## config.mk

```make
export PLATFORM = sky130hd
export DESIGN_NAME = perr_report_unit
export DESIGN_NICKNAME = d
export VERILOG_FILES = /design/src/rtl/perr_pkg.sv /design/src/rtl/perr_cmd_reg.sv /design/src/rtl/perr_stat_reg.sv /design/src/rtl/perr_gate.sv /design/src/rtl/perr_report_unit.sv
export SDC_FILE = /design/constraint.sdc
export NUM_CORES = 1
export LEC_CHECK = 0
export BUFFER_PORTS_ARGS = -buffer_cell sky130_fd_sc_hd__buf_2
export CORE_MARGIN = 5
export CORE_UTILIZATION = 44
export CTS_BUF_LIST = sky130_fd_sc_hd__clkbuf_8
export CTS_CLUSTER_DIAMETER = 50
export CTS_CLUSTER_SIZE = 14
export DETAILED_ROUTE_END_ITERATION = 8
export PLACE_DENSITY_LB_ADDON = 0.3
export SLEW_MARGIN = 20
export SYNTH_ARGS = -nofsm -noshare
export SYNTH_HDL_FRONTEND = slang
export SYNTH_SLANG_ARGS = --single-unit
```

## constraint.sdc

```tcl
create_clock -name clk -period 1.2 [get_ports clk]
set_input_delay 0.06 -clock clk [delete_from_list [all_inputs] [get_ports clk]]
set_output_delay 0.06 -clock clk [all_outputs]
set_load 0.02 [all_outputs]
```

## src/rtl/perr_pkg.sv

```systemverilog
package perr_pkg;
  localparam int REG_W  = 8;
  localparam int N_EVT  = 7;
  localparam int N_STAT = 6;

  // event / status positions
  localparam int EV_WPAR  = 0;
  localparam int EV_RPAR  = 1;
  localparam int EV_APAR  = 2;
  localparam int EV_MEM   = 3;
  localparam int EV_L2    = 4;
  localparam int EV_SHUT  = 5;
  localparam int EV_TABT  = 6;

  // command bit positions
  localparam int C_MEM_CHK  = 0;
  localparam int C_MEM_SERR = 1;
  localparam int C_L2_CHK   = 2;
  localparam int C_RPAR_SERR = 3;
  localparam int C_WPAR_SERR = 4;
  localparam int C_TABT_SERR = 5;
  localparam int C_APAR_SERR = 6;
  localparam int C_PERR_EN  = 7;
endpackage

```

## src/rtl/perr_cmd_reg.sv

```systemverilog
module perr_cmd_reg
  import perr_pkg::*;
#(
  parameter int W = REG_W
) (
  input  logic         clk,
  input  logic         rst,
  input  logic         wr_en,
  input  logic [W-1:0] wdata,
  output logic [W-1:0] cmd_q
);
  logic         bad_pair;
  logic [W-1:0] wdata_fix;

  always_comb begin
    bad_pair  = wdata[C_MEM_SERR] && !wdata[C_MEM_CHK];
    wdata_fix = wdata;
    if (bad_pair) wdata_fix[C_MEM_SERR] = 1'b0;
  end

  always_ff @(posedge clk) begin
    if (rst)        cmd_q <= '0;
    else if (wr_en) cmd_q <= wdata_fix;
  end


  forbidden_pair_chk: assert property (@(posedge clk) disable iff (rst)
    (wr_en && wdata[1:0] == 2'b10) |=> (cmd_q[1:0] == 2'b00));


  cmd_store_chk: assert property (@(posedge clk) disable iff (rst)
    (wr_en && wdata[1:0] != 2'b10) |=> (cmd_q == $past(wdata)));
endmodule

```

## src/rtl/perr_stat_reg.sv

```systemverilog
module perr_stat_reg
  import perr_pkg::*;
#(
  parameter int N = N_STAT
) (
  input  logic         clk,
  input  logic         rst,
  input  logic         clr_en,
  input  logic [N-1:0] clr_data,
  input  logic [N-1:0] set_vec,
  output logic [N-1:0] stat_q
);
  for (genvar i = 0; i < N; i++) begin : g_bit
    always_ff @(posedge clk) begin
      if (rst) stat_q[i] <= 1'b0;
      else     stat_q[i] <= set_vec[i] | (stat_q[i] & ~(clr_en & clr_data[i]));
    end


    set_wins_chk: assert property (@(posedge clk) disable iff (rst)
      set_vec[i] |=> stat_q[i]);


    w1c_chk: assert property (@(posedge clk) disable iff (rst)
      (!set_vec[i] && clr_en && clr_data[i]) |=> !stat_q[i]);


    hold_chk: assert property (@(posedge clk) disable iff (rst)
      (!set_vec[i] && !(clr_en && clr_data[i])) |=> $stable(stat_q[i]));
  end
endmodule

```

## src/rtl/perr_gate.sv

```systemverilog
module perr_gate
  import perr_pkg::*;
#(
  parameter int W  = REG_W,
  parameter int NE = N_EVT,
  parameter int NS = N_STAT
) (
  input  logic          clk,
  input  logic          rst,
  input  logic [W-1:0]  cmd,
  input  logic [NE-1:0] evt,
  input  logic          par_master,
  input  logic          serr_master,
  output logic [NS-1:0] latch_vec,
  output logic          serr_req,
  output logic          perr_req
);
  logic mem_q, l2_q, serr_src, perr_src;

  always_comb begin
    mem_q = evt[EV_MEM] & cmd[C_MEM_CHK];
    l2_q  = evt[EV_L2]  & cmd[C_L2_CHK];

    latch_vec          = evt[NS-1:0];
    latch_vec[EV_MEM]  = mem_q;
    latch_vec[EV_L2]   = l2_q;

    serr_src = par_master & serr_master &
               ((evt[EV_TABT] & cmd[C_TABT_SERR]) |
                (evt[EV_WPAR] & cmd[C_WPAR_SERR]) |
                (evt[EV_RPAR] & cmd[C_RPAR_SERR]) |
                (evt[EV_APAR] & cmd[C_APAR_SERR]) |
                ((mem_q | l2_q) & cmd[C_MEM_SERR]));

    perr_src = par_master & cmd[C_PERR_EN] & (evt[EV_WPAR] | evt[EV_RPAR]);
  end

  always_ff @(posedge clk) begin
    if (rst) begin
      serr_req <= 1'b0;
      perr_req <= 1'b0;
    end else begin
      serr_req <= serr_src;
      perr_req <= perr_src;
    end
  end


  serr_master_chk: assert property (@(posedge clk) disable iff (rst)
    !(par_master && serr_master) |=> !serr_req);


  perr_master_chk: assert property (@(posedge clk) disable iff (rst)
    !par_master |=> !perr_req);


  perr_cause_chk: assert property (@(posedge clk) disable iff (rst)
    !(evt[EV_WPAR] || evt[EV_RPAR]) |=> !perr_req);
endmodule

```

## src/rtl/perr_report_unit.sv

```systemverilog
module perr_report_unit
  import perr_pkg::*;
(
  input  logic             clk,
  input  logic             rst,
  input  logic             reg_wr,
  input  logic             reg_addr,
  input  logic [REG_W-1:0] reg_wdata,
  output logic [REG_W-1:0] reg_rdata,
  input  logic [N_EVT-1:0] evt_in,
  input  logic             dev_parity_en,
  input  logic             dev_serr_en,
  output logic             serr_req,
  output logic             perr_req
);
  localparam int PAD_W = REG_W - N_STAT;

  logic [REG_W-1:0]  cmd_q;
  logic [N_STAT-1:0] stat_q;
  logic [N_STAT-1:0] latch_vec;
  logic              cmd_wr, stat_wr;

  assign cmd_wr  = reg_wr && !reg_addr;
  assign stat_wr = reg_wr &&  reg_addr;

  perr_cmd_reg #(.W(REG_W)) u_cmd (
    .clk   (clk),
    .rst   (rst),
    .wr_en (cmd_wr),
    .wdata (reg_wdata),
    .cmd_q (cmd_q)
  );

  perr_gate #(.W(REG_W), .NE(N_EVT), .NS(N_STAT)) u_gate (
    .clk         (clk),
    .rst         (rst),
    .cmd         (cmd_q),
    .evt         (evt_in),
    .par_master  (dev_parity_en),
    .serr_master (dev_serr_en),
    .latch_vec   (latch_vec),
    .serr_req    (serr_req),
    .perr_req    (perr_req)
  );

  perr_stat_reg #(.N(N_STAT)) u_stat (
    .clk      (clk),
    .rst      (rst),
    .clr_en   (stat_wr),
    .clr_data (reg_wdata[N_STAT-1:0]),
    .set_vec  (latch_vec),
    .stat_q   (stat_q)
  );

  assign reg_rdata = reg_addr ? {{PAD_W{1'b0}}, stat_q} : cmd_q;


  reset_state_chk: assert property (@(posedge clk)
    rst |=> (cmd_q == '0 && stat_q == '0 && !serr_req && !perr_req));


  reserved_zero_chk: assert property (@(posedge clk) disable iff (rst)
    reg_addr |-> (reg_rdata[REG_W-1:N_STAT] == '0));
endmodule

```

==> results of run 1 <==
-- cell type report --
type                    instances  area [um^2]  area share, %
repair buffers                 30        150.1          16.88
clock buffers                   3        41.29          4.641
multi-input cells              52        357.8          40.23
well taps                      16        20.02          2.250
flip-flops and latches         16        320.3          36.01
-- cells by family after synthesis --
group / after synthesis
AOI/OAI and AO/OA: 11
buffers and inverters: 4
DFF: 16
and+or+nand+nor: 28
muxes: 13
-- worst max-delay path, delay by kind of cell (launching register included) --
kind,cells,cell delay [ns]
buffers and inverters,1,0.16
DFF,1,0.34
muxes,1,0.26
-- report_power, final --
part / internal, mW / switching, mW
Clock: 0.222 / 0.165
Sequential: 0.557 / 0.0154
Combinational: 0.0793 / 0.0902
Total: 0.858 / 0.270
-- registers in the layout, indices dropped and copies added, names as in the netlist --
register,flops
u_cmd.cmd_q,8
u_stat.stat_q,6
u_gate.perr_req,1
u_gate.serr_req,1
-- metrics by stage --
| stage | total power, mW | utilization (%) | hold WS (ns) | cells |
|---|---|---|---|---|
| after floorplan | 0.6918 | - | 0.1224 | 72 |
| after detailed placement | 0.7537 | 55.67 | 0.2711 | 114 |
| after global placement | 0.7521 | 55.67 | 0.2659 | 114 |
| after CTS | 1.137 | 58.37 | 0.02165 | 117 |
| final | 1.129 | 58.37 | 0.01976 | 117 |
| after global routing | 1.185 | 58.37 | 0.05519 | 117 |
-- layout by cell type, fill, tap and decap left out --
| master | n |
|---|---|
| nor4bb_1 | 1 |
| nor2b_4 | 1 |
| nand3_2 | 1 |
| nand2_1 | 1 |
| nor2b_1 | 2 |
| a31oi_1 | 1 |
| dfxtp_1 | 16 |
| buf_2 | 30 |
| a21oi_1 | 4 |
| mux2i_1 | 7 |
| clkbuf_8 | 3 |
| nand2b_1 | 1 |
| mux2_2 | 6 |
| nand3b_1 | 1 |
| a22o_1 | 1 |
| a22oi_1 | 4 |
| nor2_1 | 14 |
| nand3_1 | 6 |
| a21oi_2 | 1 |
-- worst max-delay path by stage --
stage                                start  slack [ns]                           to
6_report       u_cmd.cmd_q[2]$_SDFFE_PP0P_        0.15                 reg_rdata[2]
4_1_cts        u_cmd.cmd_q[2]$_SDFFE_PP0P_        0.15                 reg_rdata[2]
2_1_floorplan                     reg_addr        0.36                 reg_rdata[1]
5_1_grt        u_cmd.cmd_q[2]$_SDFFE_PP0P_        0.11                 reg_rdata[2]
3_3_place_gp                      reg_addr        0.20  u_cmd.cmd_q[0]$_SDFFE_PP0P_
3_5_place_dp                      reg_addr        0.20  u_cmd.cmd_q[7]$_SDFFE_PP0P_
-- layer usage --
metal,vias to the layer above,wire [um]
met5,-,0
met4,0,0
met3,0,100
met2,18,688
met1,279,733
li1,312,-
==> flow_summary.toml, run 1 <==
[grt]
grt_pass1_vias = 574
antenna_found_initial = 0
use_met2_pct = 19.04
grt_max_degree = 17
met3_usage_pct = 4.438
busiest_layer = "met2"
grt_pass1_wl_um = 2415
grt.total_usage_pct = 11.96
grt-ovfl-total = 0
use_met1_pct = 14.90

[die]
die_w_um = 50.30
ios = 31
rows = 14
die_height_um = 50.30
die_area_mm2 = 0.002530
initial_core_util_pct = 46.88
coreArea_mm2 = 0.001524

[clocking]
cts.clk_slew.worst_paths_ns = 0.06
ctsHoldBuffers = 0
clkSinkCount = 16
htree_num_levels = 1
cts_made_buffers = 3
clk_latency_ns = 0.24
cts_tree = "built"
clock-root-buffer = "clkbuf_8"
clockBufferDepth = 2
postCtsResizedCells = 0
cts_setup_buffers = 0

[placement]
dpl.hpwl_um = 1169
io_buffers = 30
place.gp.congestion = 0.7800
place_ws_ns = 0.1993
place_area_um2 = 848.3

[logic_synthesis]
syn_nets = 93
ys.flop_type = "dfxtp_1"
synth_common_cells = "dfxtp_1 (16), nor2_1 (14), mux2i_1 (7)"
syn_area_per_cell_um2 = 9.923
synth_seq_cells = 16
yosysTopAreaCell = "dfxtp_1"
synth_edf_count = 0
synthAdderAreaFrac_pct = 0
synth_xor_area_share_pct = 0
syn_inst = 72
synth_mux_area_share_pct = 19.26
synth-compound-area-share_pct = 10.33
yosys.area_share.simple_pct = 20.49
synth_top_family_by_area = "simple AND/OR/NAND/NOR gates"
yosysSeqAreaShare_pct = 44.83
synth.distinct_cells = 21
async_flop_share_pct = 0
synth_top_area_share_pct = 44.83
synth_area_um2 = 714.4
post-synth-top-count-cell = "dfxtp_1"
yosysWarnings = 0
synth_area_leaders = "dfxtp_1 (45%), mux2i_1 (9.8%), mux2_2 (9.5%)"

[worst_setup_path]
rr_endpoint = "u_gate.serr_req$_SDFF_PP0_"
slowest_stage = "dfxtp_1"
r2r-start = "u_cmd.cmd_q[2]$_SDFFE_PP0P_"
reg2reg_slack_ns = 0.40
worstSetupPathType = "reg -> out"
r2r_cells = 3
critPathMaxStageDelay_ns = 0.34
crit_chain = "mux2_2 -> buf_2"
arrival_ns = 0.99
worst-path-max-fanout = 4
end_kind = "primary output"
critPathLaunchType = "flop"
cp.required_ns = 1.14

[timing]
post-route-min-period_ns = 1.051
setup_viol = 0
rsz0062_at_grt = "no"
final_hold_viol_count = 0
tns_ns = 0
tightest_slew_ns = 0.3162
finalCritPeriodShare_pct = 87.61
clock-skew-final_ns = 0.001684
slew_violations = 0
timing.final.ws_setup_ns = 0.1487
max_slew_margin_pct = 78.92
fmax_ghz = 0.9512

[power]
cellPowerDensity_mw_per_mm2 = 1269
ir_worst_vdd_v = 0.0007622
p_leak_nw = 0.4056

[detailed_routing]
ant_nets = 0
num_vias = 609
first_pass_iters = 4
wirelength_um = 1522
routedWlPerCell_um = 13.01
drt_iter0_drc = 6
viasPerCell = 5.205
drc = 0

[outcome]
run_status = "finished, final reports clean"

[min_path]
holdPathStages = 3
min_to = "u_stat.stat_q[5]$_SDFF_PP0_"
min_path_type = "in -> reg"
hold_start = "evt_in[5]"

[layout]
n_antenna_cell = 0
areaGrowthSynthToFinish_pct = 24.52
postLayoutCellArea_um2 = 889.6
nNetsFinal = 124
fillers = 144
final_layout_size_suffix_gt1_share_pct = 41.58

[run]
cap_violations = 0
Power figures use the tool's default switching activity.
==> run 2, diff against run 1 <==
--- a/config.mk
+++ b/config.mk
@@ -6,12 +6,16 @@
 export NUM_CORES = 1
 export LEC_CHECK = 0
 export BUFFER_PORTS_ARGS = -buffer_cell sky130_fd_sc_hd__buf_2
+export CAP_MARGIN = 20
+export CELL_PAD_IN_SITES_DETAIL_PLACEMENT = 1
+export CELL_PAD_IN_SITES_GLOBAL_PLACEMENT = 2
 export CORE_MARGIN = 5
-export CORE_UTILIZATION = 44
+export CORE_UTILIZATION = 29
 export CTS_BUF_LIST = sky130_fd_sc_hd__clkbuf_8
 export CTS_CLUSTER_DIAMETER = 50
 export CTS_CLUSTER_SIZE = 14
 export DETAILED_ROUTE_END_ITERATION = 8
+export MAX_ROUTING_LAYER = met4
 export PLACE_DENSITY_LB_ADDON = 0.3
 export SLEW_MARGIN = 20
 export SYNTH_ARGS = -nofsm -noshare
==> flow_summary.toml, run 2 (same netlist as run 1, synthesis figures left out) <==
[outcome]
run_status = "finished, final reports clean"

[layout]
layout_common_cells = "buf_2 (30), dfxtp_1 (16), nor2_1 (14), mux2i_1 (7)"
nNetsFinal = 125
final_layout_size_suffix_gt1_share_pct = 42.72
areaGrowthSynthToFinish_pct = 29.95
reg_top3 = "u_cmd.cmd_q x8, u_stat.stat_q x6"
multi_input_area_um2 = 357.8
n_antenna_cell = 0
seqCellArea_um2 = 320.3
layout_commonest_cell = "buf_2"
fillers = 296
largest_reg_flops = 8
fin_cells = 133
largest-register = "u_cmd.cmd_q"

[detailed_routing]
ant_nets = 0
routedWlPerCell_um = 14.72
first_pass_iters = 4
num_vias = 646
wirelength_um = 1958
drt_iter0_drc = 2
viasPerCell = 4.857
drc = 0

[clocking]
ctsHoldBuffers = 0
clockBufferDepth = 2
cts_made_buffers = 3
postCtsResizedCells = 0
cts_setup_buffers = 0
cts_tree = "built"
clk_latency_ns = 0.25
clock-root-buffer = "clkbuf_8"
cts.clk_slew.worst_paths_ns = 0.06
clkSinkCount = 16
htree_num_levels = 1

[die]
coreArea_mm2 = 0.002410
die_height_um = 59.64
initial_core_util_pct = 29.65
die_w_um = 59.64
ios = 31
rows = 18
die_area_mm2 = 0.003556

[grt]
grt-ovfl-total = 0
grt_pass1_wl_um = 3118
grt_pass1_vias = 646
grt.total_usage_pct = 12.22
grt_max_degree = 17
antenna_found_initial = 0

[worst_setup_path]
worstSetupPathType = "reg -> out"
crit_chain = "mux2_2 -> buf_2"
critPathLaunchType = "flop"
end_kind = "primary output"
cp.required_ns = 1.14
arrival_ns = 1.01
slowest_stage = "dfxtp_1"
critPathMaxStageDelay_ns = 0.34
worst-path-max-fanout = 4
r2r_cells = 3

[power]
cellPowerDensity_mw_per_mm2 = 1328
p_sw_share_pct = 24.60
power_frac_comb_pct = 14.4
p_int_mw = 0.9294
ir_worst_vdd_v = 0.0009167
p_sw_mw = 0.3032
p_clk_share_pct = 39.0
p_seq_share_pct = 46.5
p_leak_nw = 0.4176

[timing]
post-route-min-period_ns = 1.072
fmax_ghz = 0.9325
final_hold_viol_count = 0
tightest_slew_ns = 0.3441
slew_violations = 0
setup_viol = 0
finalCritPeriodShare_pct = 89.37
tns_ns = 0
holdWs_ns = 0.03661
clock-skew-final_ns = 0.002112
rsz0062_at_grt = "no"
max_slew_margin_pct = 77.06

[placement]
place.gp.congestion = 0.7631
dpl.hpwl_um = 1491
dp.cells = 129
io_buffers = 30

[min_path]
min_path_type = "in -> reg"
holdPathStages = 3

[run]
cap_violations = 0
==> run 2: critical path: cells and delay by family (launching register included) <==
kind                   cells  cell delay, ns
buffers and inverters      1            0.16
DFF                        1            0.34
muxes                      1            0.27
==> run 2: worst paths after layout <==
path                               startpoint                     endpoint  slack, ns
hold / removal                      evt_in[5]  u_stat.stat_q[5]$_SDFF_PP0_       0.04
hold reg to reg   u_stat.stat_q[2]$_SDFF_PP0_  u_stat.stat_q[2]$_SDFF_PP0_       0.49
setup reg to reg  u_cmd.cmd_q[0]$_SDFFE_PP0P_   u_gate.serr_req$_SDFF_PP0_       0.34
setup / recovery  u_cmd.cmd_q[2]$_SDFFE_PP0P_                 reg_rdata[2]       0.13
==> run 2: power groups by stage <==
stage / Clock (mW) / Combinational [mW] / Sequential [mW]
6_report: 0.481 / 0.178 / 0.574
5_1_grt: 0.521 / 0.195 / 0.577
4_1_cts: 0.492 / 0.180 / 0.574
3_5_place_dp: 0 / 0.179 / 0.586
3_3_place_gp: 0 / 0.176 / 0.585
2_1_floorplan: 0 / 0.111 / 0.581
==> run 2: layout make-up <==
| class | count | area share (%) |
|---|---|---|
| Tap cell | 30 | 4.043 |
| Clock buffer | 4 | 5.930 |
| Sequential cell | 16 | 34.50 |
| Timing Repair Buffer | 31 | 16.98 |
| Multi-Input combinational cell | 52 | 38.54 |
==> run 2: stage by stage <==
step	util, %	instance area [um^2]	setup WS (ns)	power (mW)
after floorplan	-	714.4	0.3638	0.6918
after global placement	36.24	873.3	0.1735	0.7612
after detailed placement	36.24	873.3	0.1573	0.7648
after CTS	38.53	928.4	0.1204	1.246
after global routing	38.53	928.4	0.08580	1.293
final	38.53	928.4	0.1276	1.233
==> run 2: metal layers <==
| layer | GRT usage (%) | up-vias | part of all wire (%) |
|---|---|---|---|
| li1 | - | 315 | - |
| met1 | 16.43 | 303 | 46 |
| met2 | 17.32 | 26 | 44 |
| met3 | 4.575 | 2 | 9.2 |
| met4 | 2.848 | 0 | 0.66 |
| met5 | - | - | 0 |
==> run 3, diff against run 2 <==
--- a/config.mk
+++ b/config.mk
@@ -7,10 +7,8 @@
 export LEC_CHECK = 0
 export BUFFER_PORTS_ARGS = -buffer_cell sky130_fd_sc_hd__buf_2
 export CAP_MARGIN = 20
-export CELL_PAD_IN_SITES_DETAIL_PLACEMENT = 1
-export CELL_PAD_IN_SITES_GLOBAL_PLACEMENT = 2
 export CORE_MARGIN = 5
-export CORE_UTILIZATION = 29
+export CORE_UTILIZATION = 44
 export CTS_BUF_LIST = sky130_fd_sc_hd__clkbuf_8
 export CTS_CLUSTER_DIAMETER = 50
 export CTS_CLUSTER_SIZE = 14
==> flow_summary.toml, run 3 (same netlist as run 1, synthesis figures left out) <==
[die]
ios = 31
coreArea_mm2 = 0.001524
die_w_um = 50.30
die_height_um = 50.30
rows = 14
die_area_mm2 = 0.002530
initial_core_util_pct = 46.88

[layout]
layout_commonest_cell = "buf_2"
postLayoutCellArea_um2 = 889.6
largest-register = "u_cmd.cmd_q"
reg_top3 = "u_cmd.cmd_q x8, u_stat.stat_q x6"
areaGrowthSynthToFinish_pct = 24.52
largest_reg_flops = 8
layout_common_cells = "buf_2 (30), dfxtp_1 (16), nor2_1 (14), mux2i_1 (7)"
n_antenna_cell = 0
nNetsFinal = 124
final_layout_size_suffix_gt1_share_pct = 41.58

[detailed_routing]
routedWlPerCell_um = 13.22
first_pass_iters = 4
num_vias = 607
drt_iter0_drc = 8
drc = 0
viasPerCell = 5.188
wirelength_um = 1547
ant_nets = 0

[clocking]
cts_tree = "built"
clkSinkCount = 16
cts_made_buffers = 3
cts_setup_buffers = 0
cts.clk_slew.worst_paths_ns = 0.06
htree_num_levels = 1
postCtsResizedCells = 0
clockBufferDepth = 2
clock-root-buffer = "clkbuf_8"
ctsHoldBuffers = 0
clk_latency_ns = 0.24

[power]
power_mw = 1.128
p_seq_share_pct = 50.8
p_clk_share_pct = 34.2
ir_worst_vdd_v = 0.0007608
p_sw_share_pct = 23.92
power_frac_comb_pct = 15.1
p_leak_nw = 0.4056
p_int_mw = 0.8584
cellPowerDensity_mw_per_mm2 = 1268
p_sw_mw = 0.2699

[grt]
grt_pass1_wl_um = 2421
grt-ovfl-total = 0
antenna_found_initial = 0
grt.total_usage_pct = 12.38
grt_pass1_vias = 566
grt_max_degree = 17

[timing]
timing.final.ws_setup_ns = 0.1455
holdWs_ns = 0.02017
post-route-min-period_ns = 1.055
tightest_slew_ns = 0.3122
max_slew_margin_pct = 79.15
clock-skew-final_ns = 0.001421
finalCritPeriodShare_pct = 87.88
fmax_ghz = 0.9483
final_hold_viol_count = 0
tns_ns = 0
slew_violations = 0
setup_viol = 0
rsz0062_at_grt = "no"

[worst_setup_path]
worstSetupStartpoint = "u_cmd.cmd_q[2]$_SDFFE_PP0P_"
end_kind = "primary output"
worst-path-buf-inv = 1
path_delay_family = "flip-flops"
slowest_stage = "dfxtp_1"
r2r-start = "u_cmd.cmd_q[2]$_SDFFE_PP0P_"
worst-path-max-fanout = 4
worstSetupPathType = "reg -> out"
cp.required_ns = 1.14
arrival_ns = 0.99
critPathMaxStageDelay_ns = 0.34
crit_chain = "mux2_2 -> buf_2"
reg2reg_slack_ns = 0.39
critPathLaunchType = "flop"

[placement]
place.gp.congestion = 0.7907
io_buffers = 30
dpl.hpwl_um = 1169
place_ws_ns = 0.1993
place_area_um2 = 848.3

[run]
cap_violations = 0

[outcome]
run_status = "finished, final reports clean"

[min_path]
min_path_type = "in -> reg"
hold_start = "evt_in[5]"
run 3: cell count changes in the layout (fill, tap and decap cells not counted):
cell      change
buf_4         -1
clkbuf_8      -1
run 3: worst paths after layout:
check,endpoint,cells after the start
max,reg_rdata[2],2
max reg2reg,u_gate.serr_req$_SDFF_PP0_,3
min reg2reg,u_stat.stat_q[2]$_SDFF_PP0_,2
min,u_stat.stat_q[5]$_SDFF_PP0_,3
run 3: per-stage QoR:
stage,utilization [%],std cells
final,58.37,117
after floorplan,-,72
after global placement,55.67,114
after detailed placement,55.67,114
after global routing,58.37,117
after CTS,58.37,117
run 3: worst register-to-register path: cells and delay by family (launching register included):
| family | cells | cell delay, ns |
|---|---|---|
| and+or+nand+nor | 1 | 0.05 |
| DFF | 1 | 0.38 |
| AOI/OAI and AO/OA | 2 | 0.31 |
run 3: area by class of cell:
type / instances / area (um^2)
flip-flops and latches: 16 / 320.3
repair buffers: 30 / 150.1
well taps: 16 / 20.02
fillers: 144 / 634.4
multi-input cells: 52 / 357.8
clock buffers: 3 / 41.29
run 3: power by group through the flow:
stage	clock network (mW)	registers (mW)	logic (mW)
floorplan	0	0.581	0.111
global placement	0	0.583	0.169
detailed placement	0	0.584	0.170
CTS	0.394	0.573	0.170
global route	0.425	0.576	0.185
finish	0.385	0.573	0.170
run 3: routing by layer:
metal  vias up  GRT usage, %  part of all wire [%]
met5         -             -                     0
met4         0         3.830                     0
met3         0         4.142                   6.3
met2        18         18.83                    44
met1       279         15.44                    50
li1        310             -                     -
